## config.mk

```make
export PLATFORM = sky130hd
export DESIGN_NAME = vc_mul4x4
export DESIGN_NICKNAME = d
export VERILOG_FILES = /design/src/rtl/vc_mul_pkg.sv /design/src/rtl/vc_cell2.sv /design/src/rtl/vc_add4.sv /design/src/rtl/vc_mul4x4.sv
export SDC_FILE = /design/constraint.sdc
export NUM_CORES = 1
export LEC_CHECK = 0
export ABC_CLOCK_PERIOD_IN_PS = 7800
export BUFFER_PORTS_ARGS = -buffer_cell sky130_fd_sc_hd__buf_2
export CAP_MARGIN = 10
export CORE_AREA = 5 5 42 44
export DETAILED_ROUTE_END_ITERATION = 8
export DIE_AREA = 0 0 47 49
export PLACE_DENSITY = 0.57
export SLEW_MARGIN = 10
export SYNTH_ARGS = -nofsm -noshare
export SYNTH_HDL_FRONTEND = slang
export SYNTH_SLANG_ARGS = --single-unit
```

## constraint.sdc

```tcl
create_clock -name vclk -period 7.8
set_input_delay 1.56 -clock vclk [all_inputs]
set_output_delay 1.56 -clock vclk [all_outputs]
set_load 0.01 [all_outputs]
```

## src/rtl/vc_mul_pkg.sv

```systemverilog
package vc_mul_pkg;

    typedef enum logic [1:0] {
        ADD_RIPPLE    = 2'd0,
        ADD_LOOKAHEAD = 2'd1,
        ADD_SKIP      = 2'd2
    } adder_style_e;

endpackage

```

## src/rtl/vc_cell2.sv

```systemverilog
module vc_cell2 (
    input  logic [1:0] x_in,
    input  logic [1:0] y_in,
    output logic [3:0] z_out
);
    logic vert_lo;
    logic cross_a;
    logic cross_b;
    logic vert_hi;
    logic mid_sum;
    logic mid_cry;
    logic top_sum;
    logic top_cry;

    always_comb begin
        vert_lo = x_in[0] & y_in[0];
        cross_a = x_in[1] & y_in[0];
        cross_b = x_in[0] & y_in[1];
        vert_hi = x_in[1] & y_in[1];
        // first half adder: crosswise terms
        mid_sum = cross_a ^ cross_b;
        mid_cry = cross_a & cross_b;
        // second half adder: vertical high term plus carry
        top_sum = vert_hi ^ mid_cry;
        top_cry = vert_hi & mid_cry;
        z_out   = {top_cry, top_sum, mid_sum, vert_lo};
    end

    logic [3:0] cell_ref;
    always_comb begin
        cell_ref = {2'b00, x_in} * {2'b00, y_in};
        // each cell yields the true 2x2 product
        assert_cell_product_R4: assert (z_out == cell_ref)
            else $error("cell product mismatch");
    end
endmodule

```

## src/rtl/vc_add4.sv

```systemverilog
module vc_add4
    import vc_mul_pkg::*;
#(
    parameter int           W     = 4,
    parameter adder_style_e STYLE = ADD_RIPPLE
) (
    input  logic [W-1:0] op_a,
    input  logic [W-1:0] op_b,
    input  logic         c_in,
    output logic [W-1:0] sum,
    output logic         c_out
);
    localparam int CW = W + 1;

    logic [CW-1:0] chk;
    always_comb begin
        chk = {1'b0, op_a} + {1'b0, op_b} + {{W{1'b0}}, c_in};
    end

    generate
        if (STYLE == ADD_RIPPLE) begin : g_ripple
            logic [W:0] rc;
            assign rc[0] = c_in;
            for (genvar i = 0; i < W; i++) begin : g_fa
                assign sum[i]  = op_a[i] ^ op_b[i] ^ rc[i];
                assign rc[i+1] = (op_a[i] & op_b[i]) | (rc[i] & (op_a[i] ^ op_b[i]));
            end
            assign c_out = rc[W];
            always_comb begin
                assert_ripple_sum_R1: assert ({c_out, sum} == chk)
                    else $error("ripple adder mismatch");
            end
        end else if (STYLE == ADD_LOOKAHEAD) begin : g_cla
            logic [W-1:0] gen;
            logic [W-1:0] prp;
            logic [W:0]   lc;
            always_comb begin
                gen   = op_a & op_b;
                prp   = op_a | op_b;
                lc    = '0;
                lc[0] = c_in;
                for (int i = 0; i < W; i++) begin
                    logic acc;
                    logic run;
                    acc = 1'b0;
                    for (int j = 0; j <= i; j++) begin
                        run = gen[j];
                        for (int k = j + 1; k <= i; k++) begin
                            run = run & prp[k];
                        end
                        acc = acc | run;
                    end
                    run = c_in;
                    for (int k = 0; k <= i; k++) begin
                        run = run & prp[k];
                    end
                    lc[i+1] = acc | run;
                end
            end
            assign sum   = op_a ^ op_b ^ lc[W-1:0];
            assign c_out = lc[W];
            always_comb begin
                assert_cla_sum_R2: assert ({c_out, sum} == chk)
                    else $error("lookahead adder mismatch");
            end
        end else begin : g_skip
            logic [W-1:0] xp;
            logic [W:0]   sc;
            logic         all_prop;
            assign sc[0] = c_in;
            for (genvar i = 0; i < W; i++) begin : g_fa
                assign xp[i]   = op_a[i] ^ op_b[i];
                assign sum[i]  = xp[i] ^ sc[i];
                assign sc[i+1] = (op_a[i] & op_b[i]) | (sc[i] & xp[i]);
            end
            assign all_prop = &xp;
            assign c_out    = all_prop ? c_in : sc[W];
            always_comb begin
                assert_skip_sum_R3: assert ({c_out, sum} == chk)
                    else $error("skip adder mismatch");
                if (op_a == ~op_b) begin
                    assert_skip_bypass_R3: assert (c_out == c_in)
                        else $error("skip bypass carry wrong");
                end
            end
        end
    endgenerate
endmodule

```

## src/rtl/vc_mul4x4.sv

```systemverilog
module vc_mul4x4
    import vc_mul_pkg::*;
#(
    parameter adder_style_e STYLE = ADD_RIPPLE
) (
    input  logic [3:0] a_op,
    input  logic [3:0] b_op,
    output logic [7:0] product
);
    localparam int OPW   = 4;
    localparam int HALFW = OPW / 2;
    localparam int PRW   = 2 * OPW;

    logic [HALFW-1:0] a_lo, a_hi, b_lo, b_hi;
    logic [OPW-1:0]   p_ll, p_hl, p_lh, p_hh;
    logic [OPW-1:0]   s_cross, s_mid, s_top;
    logic             c_cross, c_mid, c_top;
    logic [OPW-1:0]   mid_in, top_a, top_b;

    assign a_lo = a_op[HALFW-1:0];
    assign a_hi = a_op[OPW-1:HALFW];
    assign b_lo = b_op[HALFW-1:0];
    assign b_hi = b_op[OPW-1:HALFW];

    vc_cell2 u_ll (.x_in(a_lo), .y_in(b_lo), .z_out(p_ll));
    vc_cell2 u_hl (.x_in(a_hi), .y_in(b_lo), .z_out(p_hl));
    vc_cell2 u_lh (.x_in(a_lo), .y_in(b_hi), .z_out(p_lh));
    vc_cell2 u_hh (.x_in(a_hi), .y_in(b_hi), .z_out(p_hh));

    // stage 1: the two cross products, both weighted 2^HALFW
    vc_add4 #(.W(OPW), .STYLE(STYLE)) u_add_cross (
        .op_a(p_hl), .op_b(p_lh), .c_in(1'b0),
        .sum(s_cross), .c_out(c_cross)
    );

    // stage 2: add the slice {hh low, ll high}
    assign mid_in = {p_hh[HALFW-1:0], p_ll[OPW-1:HALFW]};
    vc_add4 #(.W(OPW), .STYLE(STYLE)) u_add_mid (
        .op_a(s_cross), .op_b(mid_in), .c_in(1'b0),
        .sum(s_mid), .c_out(c_mid)
    );

    // stage 3: fold both carries into the hh upper bits
    assign top_a = {{HALFW{1'b0}}, p_hh[OPW-1:HALFW]};
    assign top_b = {{(OPW-1){1'b0}}, c_cross};
    vc_add4 #(.W(OPW), .STYLE(STYLE)) u_add_top (
        .op_a(top_a), .op_b(top_b), .c_in(c_mid),
        .sum(s_top), .c_out(c_top)
    );

    assign product = {s_top[HALFW-1:0], s_mid, p_ll[HALFW-1:0]};

    logic [PRW-1:0] prod_ref;
    always_comb begin
        prod_ref = {4'b0000, a_op} * {4'b0000, b_op};
        // every style gives the true product
        assert_product_R8: assert (product == prod_ref)
            else $error("product mismatch");
        // nothing spills past the top product bit
        assert_no_overflow_R5: assert (s_top[OPW-1:HALFW] == '0 && !c_top)
            else $error("carry lost above product");
    end
endmodule

```

==> results.json, run 1 <==
{
  "crit_family": "adder cells",
  "power.total_mw": 0.03421,
  "cp.required_ns": 6.24,
  "drive_gt1_share_pct": 26.67,
  "synth_top_area_share_pct": 33.04,
  "dr.first_iter.drc_count": 1,
  "hold_path_class": "in2out",
  "grt_pass1_wl_um": 1269,
  "post_cts_buffers": 0,
  "fillers": 158,
  "area_growth_pct": 20.06,
  "cp-startpoint": "a_op[2]",
  "cp.depth": 12,
  "final_cell_area_um2": 509.2,
  "worst_path_largest_cell_delay_ns": 0.44,
  "yosysTopAreaCell": "fa_1",
  "synth_area_leaders": "fa_1 (33%), ha_1 (29%), and2_1 (22%)",
  "diodes": 0,
  "cp_cell_sequence": "buf_2 > and2_1 > ha_1 > inv_1 > fa_1 > fa_1 > inv_1 > fa_1 > fa_1 > fa_1 > xor2_1 > buf_2",
  "drv_cap": 0,
  "crit_path_end_kind": "output pin",
  "power_density_nw_per_um2": 67.18,
  "yosys_warnings": 0,
  "crit_arrival_ns": 4.57,
  "wl_per_cell_um": 9.118,
  "wl_um": 693,
  "crit_type": "in2out",
  "ctsResizeCount": 0,
  "grt_start_max_net_pins": 5,
  "core_area_um2": 1401,
  "synth.avg_cell_area_um2": 9.221,
  "hpwl_um": 695.7,
  "synth_seq_area_share_pct": 0,
  "cp_slowest_cell": "fa_1",
  "nClkBuffers": 0,
  "finalCriticalPeriod_ns": 6.134,
  "ioPinCount": 16,
  "setup_violations": 0,
  "worstSetupStartpointType": "input pin",
  "grt_overflow": 0,
  "finalHoldViolCount": 0,
  "dieWidth_um": 47,
  "path_common_cell": "fa_1",
  "hold_depth": 3,
  "grt_pass1_vias": 349,
  "tns_ns": 0,
  "synth_most_common_cell": "and2_1",
  "io_buffers": 16,
  "syn_area_um2": 424.2,
  "ys_types": 7,
  "crit_fanout": 4,
  "peakVddDrop_v": 0.00003347,
  "via_per_inst": 4.263,
  "leakagePower_nw": 0.3157,
  "status": "finished clean",
  "path_buf_inv": 4,
  "fin_crit_sh_pct": 78.64,
  "seq_area_um2": 0,
  "drtPass1Iterations": 2,
  "worstMarginPinSlew_ns": 0.1094,
  "place_area_um2": 509.2,
  "num_rows": 14,
  "fmax_mhz": 163.0,
  "rsz0062_at_grt": "no",
  "synth_nets": 71,
  "hp-start": "a_op[0]",
  "antenna_found_initial": 0,
  "synthTopCellsByCount": "and2_1 (15), ha_1 (10), inv_1 (10)",
  "cts.hold.buffers_added": 0,
  "final_nets": 87,
  "antenna_left": 0,
  "synthCells": 46,
  "drc": 0,
  "grt_usage_pct": 6.865,
  "seq_cells": 0,
  "die_height_um": 49,
  "slew_viol_final": 0,
  "via_count": 324,
  "initial_core_util_pct": 30.27,
  "dieArea_um2": 2303,
  "gp_congestion": 0.7588,
  "max_slew_margin_pct": 92.68
}
layer usage:
layer  global-route usage [%]  routed length [um]  share of wire, %
met1                    9.152                 298                43
met5                        0                   0                 0
met3                    1.107                  56               8.1
met4                        0                   0                 0
met2                    11.99                 338                49
logic make-up after synthesis:
logic type                 after synthesis  synth area share [%]
and+or+nand+nor                         16                 23.01
xor gates and xnor gates                 1                 2.065
buffers and inverters                   12                 12.39
adders and majority gates               17                 62.54
power breakdown:
group	total, mW	switching (mW)	internal [mW]
Combinational	0.0342	0.0186	0.0157
Sequential	0	0	0
Clock	0	0	0
path summary, 6_finish.rpt:
kind / end / slack [ns]
setup / recovery: product[7] / 1.67
hold / removal: product[0] / 3.45
tightest hold or removal path: cells and delay by family:
kind	cells	cell delay, ns
AND/OR/NAND/NOR	1	0.11
buffers and inverters	2	0.22
layout by cell type (no fill, tap or decap):
| cell | count |
|---|---|
| nand2_1 | 1 |
| inv_1 | 10 |
| and2_1 | 15 |
| xor2_1 | 1 |
| buf_2 | 16 |
| fa_1 | 7 |
| ha_1 | 10 |
area by class of cell:
class / instances / area [um^2] / share of cell area, %
Timing Repair Buffer: 16 / 80.08 / 15.72
Inverter: 10 / 37.54 / 7.371
Multi-Input combinational cell: 34 / 371.6 / 72.97
Tap cell: 16 / 20.02 / 3.931
stage by stage:
stage / setup WS (ns) / hold slack (ns) / instances / utilization, %
6_report: 1.666 / 3.451 / 76 / 36.34
2_1_floorplan: 1.896 / 3.321 / 46 / -
3_5_place_dp: 1.645 / 3.449 / 76 / 36.34
5_1_grt: 1.493 / 3.476 / 76 / 36.34
4_1_cts: 1.640 / 3.455 / 76 / 36.34
3_3_place_gp: 1.665 / 3.452 / 76 / 36.34
Power figures use the tool's default switching activity.
==> inputs of run 2 (changes only) <==
ABC_AREA = 1   (was unset)
ABC_CLOCK_PERIOD_IN_PS = 5500   (was 7800)
PLACE_DENSITY = 0.61   (was 0.57)
clock period = 5.5 ns   (was 7.8 ns; I/O delays follow)
==> run 2 against run 1 <==
Net effect:
- die area unchanged
- critical endpoint unchanged
- power rose by 46%
- critical path type unchanged
- setup slack lost 1.3 ns
- area after synthesis up 6.8%
- highest routed layer unchanged
- sequential cell count did not move
- wire length is 9.7% higher
==> results.json, run 2 <==
{
  "tns_ns": 0,
  "seqPwrFrac_pct": 0,
  "comb_power_share_pct": 100.0,
  "synth_area_leaders": "fa_1 (31%), ha_1 (28%), inv_1 (22%)",
  "ctsResizeCount": 0,
  "grt_start_max_net_pins": 5,
  "synth_most_common_cell": "inv_1",
  "dr.first_iter.drc_count": 3,
  "drive_gt1_share_pct": 20.25,
  "synth_top_area_share_pct": 30.94,
  "grt_usage_pct": 7.660,
  "clkPwrFrac_pct": 0,
  "nClkBuffers": 0,
  "p_int_mw": 0.02157,
  "initial_core_util_pct": 32.32,
  "post_cts_buffers": 0,
  "drtPass1Iterations": 3,
  "crit_type": "in2out",
  "antenna_found_initial": 0,
  "synth_nets": 90,
  "wl_um": 760,
  "cts.hold.buffers_added": 0,
  "rsz0062_at_grt": "no",
  "io_buffers": 16,
  "num_rows": 14,
  "synth-compound-area-share_pct": 0,
  "gp_congestion": 0.7198,
  "area_growth_pct": 18.78,
  "setup_violations": 0,
  "finalCriticalPeriod_ns": 5.134,
  "p_sw_share_pct": 56.95,
  "drv_cap": 0,
  "dieArea_um2": 2303,
  "final_nets": 106,
  "dieWidth_um": 47,
  "grt_overflow": 0,
  "synth_top_family_by_area": "adder cells",
  "synth.avg_cell_area_um2": 6.968,
  "worstMarginPinSlew_ns": 0.1009,
  "cp.required_ns": 4.40,
  "seq_area_um2": 0,
  "critPathCapture": "product[7]",
  "synthAdderAreaFrac_pct": 58.56,
  "crit_path_end_kind": "output pin",
  "p_sw_mw": 0.02854,
  "status": "finished clean",
  "finalHoldViolCount": 0,
  "worstSetupStartpointType": "input pin",
  "via_per_inst": 4.200,
  "synthCells": 65,
  "layout_common_cells": "inv_1 (27), nand2_1 (19), buf_2 (16), ha_1 (10), fa_1 (7)",
  "crit_fanout": 4,
  "synthSimpleGateAreaFrac_pct": 15.75,
  "place_area_um2": 538.0,
  "final_cell_area_um2": 538.0,
  "crit_arrival_ns": 4.03,
  "yosys_warnings": 0,
  "seq_cells": 0,
  "wl_per_cell_um": 8.000,
  "synth_xor_area_share_pct": 0,
  "holdWs_ns": 2.524,
  "cp-startpoint": "b_op[0]",
  "ys_types": 5,
  "yosys-mux-area-fraction_pct": 0,
  "core_area_um2": 1401,
  "slew_viol_final": 0,
  "synth_seq_area_share_pct": 0,
  "antenna_left": 0,
  "grt_pass1_wl_um": 1421,
  "hold_path_class": "in2out",
  "yosysTopAreaCell": "fa_1",
  "max_slew_margin_pct": 93.27,
  "peakVddDrop_v": 0.00004951,
  "leakagePower_nw": 0.4260,
  "drc": 0,
  "power_density_nw_per_um2": 93.13,
  "fmax_mhz": 194.8,
  "hpwl_um": 747.4,
  "diodes": 0,
  "ioPinCount": 16,
  "via_count": 399,
  "synthTopCellsByCount": "inv_1 (27), nand2_1 (19), ha_1 (10)",
  "grt_pass1_vias": 365,
  "die_height_um": 49,
  "layout_commonest_cell": "inv_1",
  "fin_crit_sh_pct": 93.34,
  "syn_area_um2": 452.9
}
[run 2: area by class of cell]
type,instances,area [um^2]
Multi-Input combinational cell,36,336.6
Inverter,27,101.3
Tap cell,16,20.02
Fill cell,161,863.3
Timing Repair Buffer,16,80.08
[run 2: power groups by stage]
stage / Sequential (mW) / Combinational (mW) / Clock [mW]
after floorplan: 0 / 0.0356 / 0
after global placement: 0 / 0.0517 / 0
after detailed placement: 0 / 0.0518 / 0
after CTS: 0 / 0.0522 / 0
after global routing: 0 / 0.0602 / 0
final: 0 / 0.0501 / 0
[run 2: logic make-up (layout without fill, tap and decap cells)]
group | count (synthesis) | in the layout
simple gates | 19 | 19
buf+inv | 29 | 43
fa+ha+maj | 17 | 17
[run 2: worst max-delay path: stages]
cell and delay, ns:
buf_2 0.12, nand2_1 0.06, inv_1 0.04, ha_1 0.26
inv_1 0.05, fa_1 0.43, fa_1 0.36, inv_1 0.07
fa_1 0.44, fa_1 0.44, fa_1 0.39, inv_1 0.06
nand2_1 0.04, nand2_1 0.05, buf_2 0.12
[run 2: metrics by stage]
stage,util (%),power (mW),worst slack [ns],cells
after detailed placement,38.39,0.05184,0.3544,95
final,38.39,0.05010,0.3664,95
after global routing,38.39,0.06019,0.1472,95
after floorplan,-,0.03555,0.6368,65
after global placement,38.39,0.05172,0.3660,95
after CTS,38.39,0.05218,0.3390,95
[run 2: how the worst min path moves through the flow]
stage               slack (ns)     from  cells past startpoint    endpoint
floorplan                 2.37  a_op[0]                      3  product[0]
global placement          2.51  a_op[0]                      4  product[0]
detailed placement        2.52  b_op[0]                      4  product[0]
CTS                       2.52  b_op[0]                      4  product[0]
global route              2.57  a_op[0]                      4  product[0]
finish                    2.52  a_op[0]                      4  product[0]
[run 2: per-layer routing]
layer | up-vias | track usage, % | share of wire [%]
li1 | 206 | - | -
met1 | 187 | 10.11 | 44
met2 | 6 | 13.80 | 52
met3 | 0 | 0.7380 | 4.2
met4 | 0 | 0 | 0
met5 | - | 0 | 0
==> inputs of run 3 (changes only) <==
==> constraint.sdc (replaced) <==
create_clock -name vclk -period 5.5
set_input_delay 0.825 -clock vclk [all_inputs]
set_output_delay 0.825 -clock vclk [all_outputs]
set_load 0.01 [all_outputs]
==> run 3 against run 2 <==
Net effect:
- wire length up 8.8%
- worst hold slack worse by 0.56 ns
- non-clock buffer count unchanged
- via count down 4.0%
- critical endpoint unchanged
- highest routed layer is now met4
- sequential cell count unchanged
==> results.json, run 3 (same netlist as run 2, synthesis figures left out) <==
{
  "final_cells": 95,
  "max_slew_margin_pct": 93.17,
  "drive_gt1_share_pct": 20.25,
  "worstSetupStartpointType": "input pin",
  "path_common_cell": "fa_1",
  "hp-start": "b_op[0]",
  "drtPass1Iterations": 4,
  "dieWidth_um": 47,
  "diodes": 0,
  "worstMarginPinSlew_ns": 0.1023,
  "grt_start_max_net_pins": 5,
  "crit_arrival_ns": 3.79,
  "slew_viol_final": 0,
  "nClkBuffers": 0,
  "drv_cap": 0,
  "finalHoldViolCount": 0,
  "cp.required_ns": 4.68,
  "fillers": 154,
  "rsz0062_at_grt": "no",
  "io_buffers": 16,
  "final_nets": 106,
  "worst_path_largest_cell_delay_ns": 0.45,
  "drc": 0,
  "num_rows": 14,
  "dieArea_um2": 2303,
  "holdWs_ns": 1.964,
  "status": "finished clean",
  "hold_depth": 4,
  "finalCriticalPeriod_ns": 4.618,
  "die_height_um": 49,
  "tns_ns": 0,
  "hpwl_um": 792.2,
  "core_area_um2": 1401,
  "post_cts_buffers": 0,
  "via_count": 383,
  "final_cell_area_um2": 538.0,
  "cp_slowest_cell": "fa_1",
  "setup_violations": 0,
  "post-route-util_pct": 38.39,
  "ioPinCount": 16,
  "dp.cells": 95,
  "dr.first_iter.drc_count": 6,
  "cp-startpoint": "b_op[0]",
  "gp_congestion": 0.7224,
  "fmax_mhz": 216.6,
  "leakagePower_nw": 0.4260,
  "layout_common_cells": "inv_1 (27), nand2_1 (19), buf_2 (16), ha_1 (10), fa_1 (7)",
  "crit_type": "in2out",
  "crit_path_end_kind": "output pin",
  "grt_pass1_wl_um": 1531,
  "wl_per_cell_um": 8.705,
  "seq_cells": 0,
  "setup_ws_ns": 0.8823,
  "dpl_worst_slack_ns": 0.8711,
  "wl_um": 827,
  "layout_commonest_cell": "inv_1",
  "via_per_inst": 4.032,
  "place_area_um2": 538.0,
  "initial_core_util_pct": 32.32,
  "hold_path_class": "in2out",
  "antenna_found_initial": 0,
  "crit_fanout": 4,
  "antenna_left": 0,
  "power.total_mw": 0.05147,
  "fin_crit_sh_pct": 83.96,
  "grt_usage_pct": 8.505,
  "power_density_nw_per_um2": 95.67,
  "seq_area_um2": 0,
  "ctsResizeCount": 0,
  "peakVddDrop_v": 0.00006076,
  "cp_cell_sequence": "buf_2 > nand2_1 > inv_1 > ha_1 > inv_1 > fa_1 > fa_1 > inv_1 > fa_1 > fa_1 > fa_1 > inv_1 > nand2_1 > nand2_1 > buf_2",
  "grt_overflow": 0,
  "area_growth_pct": 18.78,
  "holdPathEnd": "product[0]",
  "grt_pass1_vias": 396,
  "cts.hold.buffers_added": 0
}
[run 3: cell counts in the layout (fill, tap and decap cells not counted)]
No cell type changed its count.
[run 3: report_power, final]
| part | internal, mW | total (mW) | switching, mW |
|---|---|---|---|
| Combinational | 0.0222 | 0.0515 | 0.0292 |
| Clock | 0 | 0 | 0 |
| Sequential | 0 | 0 | 0 |
| Total | 0.0222 | 0.0515 | 0.0292 |
[run 3: how the worst max path moves through the flow]
stage | endpoint | slack, ns | depth (start not counted)
finish | product[7] | 0.88 | 15
global route | product[7] | 0.71 | 15
CTS | product[7] | 0.85 | 15
detailed placement | product[7] | 0.87 | 15
global placement | product[7] | 0.92 | 15
floorplan | product[7] | 1.19 | 13
[run 3: critical path, delay by kind of cell]
kind | cells | cell delay (ns)
and+or+nand+nor | 3 | 0.15
adders and majority gates | 6 | 2.35
buffers and inverters | 6 | 0.47
[run 3: cell type report]
type	count	area [um^2]	share of cell area [%]
Multi-Input combinational cell	36	336.6	62.56
Inverter	27	101.3	18.84
Timing Repair Buffer	16	80.08	14.88
Tap cell	16	20.02	3.721
[run 3: routing by layer]
| metal | vias to the layer above | wire length (um) | GRT usage [%] |
|---|---|---|---|
| met1 | 169 | 367 | 11.66 |
| li1 | 204 | - | - |
| met2 | 8 | 414 | 14.48 |
| met4 | 0 | 14 | 1.382 |
| met3 | 2 | 30 | 0.3690 |
| met5 | - | 0 | 0 |
